$ cat config.mk
export PLATFORM = sky130hd
export DESIGN_NAME = media_unit
export DESIGN_NICKNAME = d
export VERILOG_FILES = /design/src/rtl/media_pkg.sv /design/src/rtl/lane_minmax.sv /design/src/rtl/sad_unit.sv /design/src/rtl/shuffle_unit.sv /design/src/rtl/media_unit.sv
export SDC_FILE = /design/constraint.sdc
export NUM_CORES = 1
export LEC_CHECK = 0
export ABC_AREA = 1
export BUFFER_PORTS_ARGS = -buffer_cell sky130_fd_sc_hd__buf_2
export CAP_MARGIN = 5
export CORE_MARGIN = 2
export CORE_UTILIZATION = 61
export DETAILED_ROUTE_END_ITERATION = 8
export PLACE_DENSITY_LB_ADDON = 0.05
export SETUP_SLACK_MARGIN = 0.5
export SYNTH_ARGS = -nofsm -noshare
export SYNTH_HDL_FRONTEND = slang
export SYNTH_SLANG_ARGS = --single-unit
export TNS_END_PERCENT = 10
$ cat constraint.sdc
create_clock -name clk -period 10.6 [get_ports clk]
set_input_delay 0.53 -clock clk [delete_from_list [all_inputs] [get_ports clk]]
set_output_delay 0.53 -clock clk [all_outputs]
set_load 0.1 [all_outputs]
$ cat src/rtl/media_pkg.sv
package media_pkg;
  localparam int FUNC_W = 8;

  localparam logic [FUNC_W-1:0] F_SXT_B   = 8'h00;
  localparam logic [FUNC_W-1:0] F_SXT_W   = 8'h01;
  localparam logic [FUNC_W-1:0] F_POPC    = 8'h30;
  localparam logic [FUNC_W-1:0] F_SAD     = 8'h31;
  localparam logic [FUNC_W-1:0] F_UNPK_BW = 8'h34;
  localparam logic [FUNC_W-1:0] F_UNPK_BL = 8'h35;
  localparam logic [FUNC_W-1:0] F_PACK_WB = 8'h36;
  localparam logic [FUNC_W-1:0] F_PACK_LB = 8'h37;

  // min/max block spans 0x38..0x3F:
  // bit0 = word lanes, bit2 = max, signed when bit2 == bit1
  localparam logic [FUNC_W-4:0] F_MM_BASE = 5'b00111;

  function automatic logic is_minmax(input logic [FUNC_W-1:0] f);
    return f[FUNC_W-1:3] == F_MM_BASE;
  endfunction

  function automatic logic is_known(input logic [FUNC_W-1:0] f);
    return is_minmax(f) || f == F_SXT_B || f == F_SXT_W || f == F_POPC ||
           f == F_SAD || f == F_UNPK_BW || f == F_UNPK_BL ||
           f == F_PACK_WB || f == F_PACK_LB;
  endfunction
endpackage

$ cat src/rtl/lane_minmax.sv
module lane_minmax #(
  parameter int DATA_W = 64,
  parameter int LANE_W = 8
) (
  input  logic [DATA_W-1:0] a,
  input  logic [DATA_W-1:0] b,
  input  logic              is_signed,
  input  logic              is_max,
  output logic [DATA_W-1:0] y
);
  localparam int NLANE = DATA_W / LANE_W;

  for (genvar i = 0; i < NLANE; i++) begin : g_lane
    logic [LANE_W-1:0] la, lb, pick;
    logic a_lt, a_gt, a_wins;
    assign la = a[i*LANE_W +: LANE_W];
    assign lb = b[i*LANE_W +: LANE_W];
    always_comb begin
      if (is_signed) begin
        a_lt = $signed(la) < $signed(lb);
        a_gt = $signed(la) > $signed(lb);
      end else begin
        a_lt = la < lb;
        a_gt = la > lb;
      end
      a_wins = is_max ? a_gt : a_lt;
      pick   = a_wins ? la : lb;
    end
    assign y[i*LANE_W +: LANE_W] = pick;

    always_comb begin
      AST_LANE_SOURCE: assert (pick == la || pick == lb);
    end
  end
endmodule

$ cat src/rtl/sad_unit.sv
module sad_unit #(
  parameter int DATA_W = 64
) (
  input  logic [DATA_W-1:0] a,
  input  logic [DATA_W-1:0] b,
  output logic [DATA_W-1:0] sum
);
  localparam int NB    = DATA_W / 8;
  localparam int SUM_W = 9 + $clog2(NB);

  logic [SUM_W-1:0] acc;
  always_comb begin
    acc = '0;
    for (int i = 0; i < NB; i++) begin
      if (a[i*8 +: 8] >= b[i*8 +: 8])
        acc = acc + SUM_W'(a[i*8 +: 8] - b[i*8 +: 8]);
      else
        acc = acc + SUM_W'(b[i*8 +: 8] - a[i*8 +: 8]);
    end
    sum = DATA_W'(acc);
  end
endmodule

$ cat src/rtl/shuffle_unit.sv
module shuffle_unit #(
  parameter int DATA_W = 64
) (
  input  logic [DATA_W-1:0] b,
  output logic [DATA_W-1:0] unpk_bw,
  output logic [DATA_W-1:0] unpk_bl,
  output logic [DATA_W-1:0] pack_wb,
  output logic [DATA_W-1:0] pack_lb,
  output logic [DATA_W-1:0] popc,
  output logic [DATA_W-1:0] sxt_b,
  output logic [DATA_W-1:0] sxt_w
);
  localparam int NW    = DATA_W / 16;
  localparam int NL    = DATA_W / 32;
  localparam int CNT_W = $clog2(DATA_W + 1);

  logic [CNT_W-1:0] cnt;

  always_comb begin
    unpk_bw = '0;
    unpk_bl = '0;
    pack_wb = '0;
    pack_lb = '0;
    for (int i = 0; i < NW; i++) begin
      unpk_bw[i*16 +: 8] = b[i*8 +: 8];
      pack_wb[i*8 +: 8]  = b[i*16 +: 8];
    end
    for (int i = 0; i < NL; i++) begin
      unpk_bl[i*32 +: 8] = b[i*8 +: 8];
      pack_lb[i*8 +: 8]  = b[i*32 +: 8];
    end
    cnt = '0;
    for (int i = 0; i < DATA_W; i++) cnt = cnt + CNT_W'(b[i]);
    popc  = DATA_W'(cnt);
    sxt_b = {{(DATA_W-8){b[7]}}, b[7:0]};
    sxt_w = {{(DATA_W-16){b[15]}}, b[15:0]};
  end
endmodule

$ cat src/rtl/media_unit.sv
module media_unit
  import media_pkg::*;
#(
  parameter int DATA_W = 64
) (
  input  logic              clk,
  input  logic              rst,
  input  logic [DATA_W-1:0] op_a,
  input  logic [DATA_W-1:0] op_b,
  input  logic [FUNC_W-1:0] func,
  output logic [DATA_W-1:0] result
);
  localparam int NB = DATA_W / 8;

  logic mm_signed, mm_max;
  assign mm_signed = (func[2] == func[1]);
  assign mm_max    = func[2];

  logic [DATA_W-1:0] mm_byte, mm_word, sad;
  logic [DATA_W-1:0] unpk_bw, unpk_bl, pack_wb, pack_lb, popc, sxt_b, sxt_w;

  lane_minmax #(.DATA_W(DATA_W), .LANE_W(8)) u_mm8 (
    .a(op_a), .b(op_b), .is_signed(mm_signed), .is_max(mm_max), .y(mm_byte));

  lane_minmax #(.DATA_W(DATA_W), .LANE_W(16)) u_mm16 (
    .a(op_a), .b(op_b), .is_signed(mm_signed), .is_max(mm_max), .y(mm_word));

  sad_unit #(.DATA_W(DATA_W)) u_sad (.a(op_a), .b(op_b), .sum(sad));

  shuffle_unit #(.DATA_W(DATA_W)) u_shuf (
    .b(op_b), .unpk_bw(unpk_bw), .unpk_bl(unpk_bl), .pack_wb(pack_wb),
    .pack_lb(pack_lb), .popc(popc), .sxt_b(sxt_b), .sxt_w(sxt_w));

  logic [DATA_W-1:0] nxt;
  always_comb begin
    if (is_minmax(func)) nxt = func[0] ? mm_word : mm_byte;
    else begin
      case (func)
        F_SXT_B:   nxt = sxt_b;
        F_SXT_W:   nxt = sxt_w;
        F_POPC:    nxt = popc;
        F_SAD:     nxt = sad;
        F_UNPK_BW: nxt = unpk_bw;
        F_UNPK_BL: nxt = unpk_bl;
        F_PACK_WB: nxt = pack_wb;
        F_PACK_LB: nxt = pack_lb;
        default:   nxt = '0;
      endcase
    end
  end

  always_ff @(posedge clk) begin
    if (rst) result <= '0;
    else     result <= nxt;
  end

  AST_RESET_CLEARS: assert property (@(posedge clk)
    rst |=> result == '0);
  AST_UNUSED_ZERO: assert property (@(posedge clk) disable iff (rst)
    !is_known(func) |=> result == '0);
  AST_POPC_RANGE: assert property (@(posedge clk) disable iff (rst)
    func == F_POPC |=> result <= DATA_W);
  AST_SAD_RANGE: assert property (@(posedge clk) disable iff (rst)
    func == F_SAD |=> result <= NB * 255);
  AST_SXT_UPPER: assert property (@(posedge clk) disable iff (rst)
    func == F_SXT_B |=> (result[DATA_W-1:7] == '0 || result[DATA_W-1:7] == '1));
  AST_UNPK_HOLES: assert property (@(posedge clk) disable iff (rst)
    func == F_UNPK_BL |=> $countones(result) == $countones($past(op_b[15:0])));
endmodule

==> results.md <==
* Dpl hpwl at roughly 46 mm
* Hold Buf Count CTS at 0
* Worst Path Arrival at approximately 9.5 ns
* Outcome: completed
* Final Worst Setup Slack at between 1 and 1.5 ns
* Vias in the first global route at 16.1k
* Initial core utilization at 61.6%
* CP peak stage delay at 0.58 ns
* Total GRT Usage at between 40% and 50%
* Max_cap viols at 0
* RSZ-0062 raised after global routing: false
* Mean Syn Cell Area at about 6.7 µm²
* Hold WS at 0.521 ns
* #FFs+latches synth at 64
* ANT nets after route at 0
* CTS tree: built
* Initial antenna violation count at 1
* Max_slew headroom at between 15 and 20%
* CTS root buf: clkbuf_16
* Nets at roughly 2.9k
* Via-to-Cell Ratio at just over 6
* # H-tree levels at 3
* Layout Cells excl Fill at about 2.8k
* Ys flop type: dfxtp_1
* Min-Delay Endpoint: result[4]
* WL/cell at 20.3 µm
* Clk buf depth at 2
* Slowest-stage cell, CP: nor2_1
* First-pass detailed-route iteration total at 6
* Yosys cell types at 61
* Setup tns final at 0 ns
* Layout cells sized above 1 at about an eighth
* Largest reg by FF count: result
* Largest net degree at the start of global routing at 85
* Setup Viol. Count Final at 0
* PostCTS Resize Cnt at 0
* Max reg flops at 64
* Ys async rst share at 0%
* First-pass GRT wire length at 88.1 mm
* Crit end category: flop
* Max FO, Critical Path at 11
* TritonCTS Sinks at 64
* Via count at ~17k
* # IOs at roughly 200
* Worst Path Buf+Inv at 11
* Tcrit/Tclk final at roughly 90%
* Routability congestion estimate at roughly 1.1
* Worst path required time at 10.86 ns
* Hold Path Stages at 3
* Synthesized Nets at ~2.7k
* Die area at approximately 0.026 mm²
* Die height at around 160 µm
* Cts bufs inserted at 9
* Row cnt at 58
* WS Path Type: input port to flop
* Fmax at ~110 MHz
* Area grow syn2layout at 9.96%
* Placed cells at 2779
* CP startpoint kind: input port
* Final Hold Vio Count at 0
* Number of flops mapped to enable cells by yosys at 0
* Regs by FF count: result x64
* Reg clk slew, reported paths at approximately 0.07 ns
* Initial DRC count at approximately 1.8k
* Post-Synthesis Cells at 2305
* Mapped cell area at between 0.015 and 0.02 mm²
* Core footprint at about 0.025 mm²
* DRC errors left at 0
* Most common cell after layout, fill and taps aside: nand2_1
* Die width at between 150 and 200 µm
* Post-synthesis sequential area ratio at 8.34%
* Max Slew Vio Count at 0
* Shortest period the worst path allows at around 9.3 ns
* Dpl ws at ~1.2 ns
* Routed wire length at about 57 mm
* Post-CTS Setup Bufs at 0
* HP Start: op_b[4]
* Most frequent cells in the layout: nand2_1, inv_1, a21oi_1
* Number of port buffers at 201
* Warning count from the yosys run at 0
* Slew at the pin closest to its max-slew limit at 1.25 ns
* Hold WC Path Type: input port to flop
* CP top delay family: adder cells
* Total gr overflow at 0
[through the flow]
step,cell area [µm²],utilization (%)
floorplan,15400,-
global placement,16500,66.3
detailed placement,16500,66.3
CTS,16900,67.7
global route,16900,67.7
finish,16900,67.7
[worst max-delay path by stage]
stage | start | to | slack [ns] | depth (start not counted)
floorplan | op_a[2] | result[11] | 2.64 | 56
global placement | op_a[2] | result[11] | 1.57 | 55
detailed placement | op_a[2] | result[11] | 1.23 | 56
CTS | op_a[2] | result[11] | 1.59 | 56
global route | op_a[2] | result[11] | 0.54 | 56
finish | op_a[2] | result[11] | 1.32 | 56
[Yosys cell counts, types with 7 or more instances]
| master | instances | area share, % |
|---|---|---|
| a21o_1 | 20 | 0.98 |
| a21oi_1 | 312 | 10 |
| a221oi_1 | 26 | 1.5 |
| a31oi_1 | 16 | 0.65 |
| buf_2 | 16 | 0.52 |
| buf_6 | 7 | 0.51 |
| clkbuf_1 | 36 | 0.88 |
| dfxtp_1 | 64 | 8.3 |
| fa_1 | 77 | 10 |
| ha_1 | 223 | 18 |
| inv_1 | 369 | 9.0 |
| inv_2 | 13 | 0.32 |
| mux2i_1 | 7 | 0.46 |
| nand2_1 | 416 | 10 |
| nand2_2 | 14 | 0.57 |
| nand3_1 | 87 | 2.8 |
| nand3_2 | 7 | 0.46 |
| nor2_1 | 108 | 2.6 |
| nor3_1 | 12 | 0.39 |
| o2111ai_1 | 7 | 0.40 |
| o211ai_1 | 37 | 1.8 |
| o21ai_0 | 156 | 5.1 |
| o21ai_1 | 57 | 1.9 |
| o21ai_2 | 12 | 0.68 |
| o21bai_1 | 7 | 0.34 |
| o221ai_1 | 18 | 1.0 |
| o22ai_1 | 8 | 0.33 |
| xnor2_1 | 45 | 2.6 |
| xor2_1 | 67 | 3.8 |
[layout make-up]
cell class / instances / area [µm²]
flip-flops and latches: 64 / 1280
diodes: 1 / 2.50
clock buffers: 9 / 225
well taps: 330 / 413
repair buffers: 211 / 1080
inverters: 384 / 1440
clock inverters: 7 / 125
fillers: 2332 / 8060
multi-input cells: 1790 / 12300
[cells by family after synthesis]
| logic type | synth area share [%] |
|---|---|
| AND/OR/NAND/NOR | 19.1 |
| adder cells (fa/ha/maj) | 28.2 |
| XOR/XNOR | 6.67 |
| AO/OA/AOI/OAI | 25.6 |
| buffers and inverters | 11.6 |
| flip-flops | 8.34 |
| multiplexers | 0.456 |
[layer usage]
metal | routed length (µm) | track usage, % | vias to the layer above
met4 | 3430 | 22.3 | 0
met5 | 0 | 0 | -
met2 | 24100 | 66.1 | 1001
met1 | 23300 | 57.6 | 7936
li1 | - | - | 7978
met3 | 5770 | 6.95 | 196
[tightest hold or removal path, cell delays in order]
cell,delay [ns]
buf_2,0.10
a21oi_1,0.06
a21oi_1,0.14
Power is not shown: default switching activity piles up to over one toggle a cycle in this logic, so the estimate is an artifact.
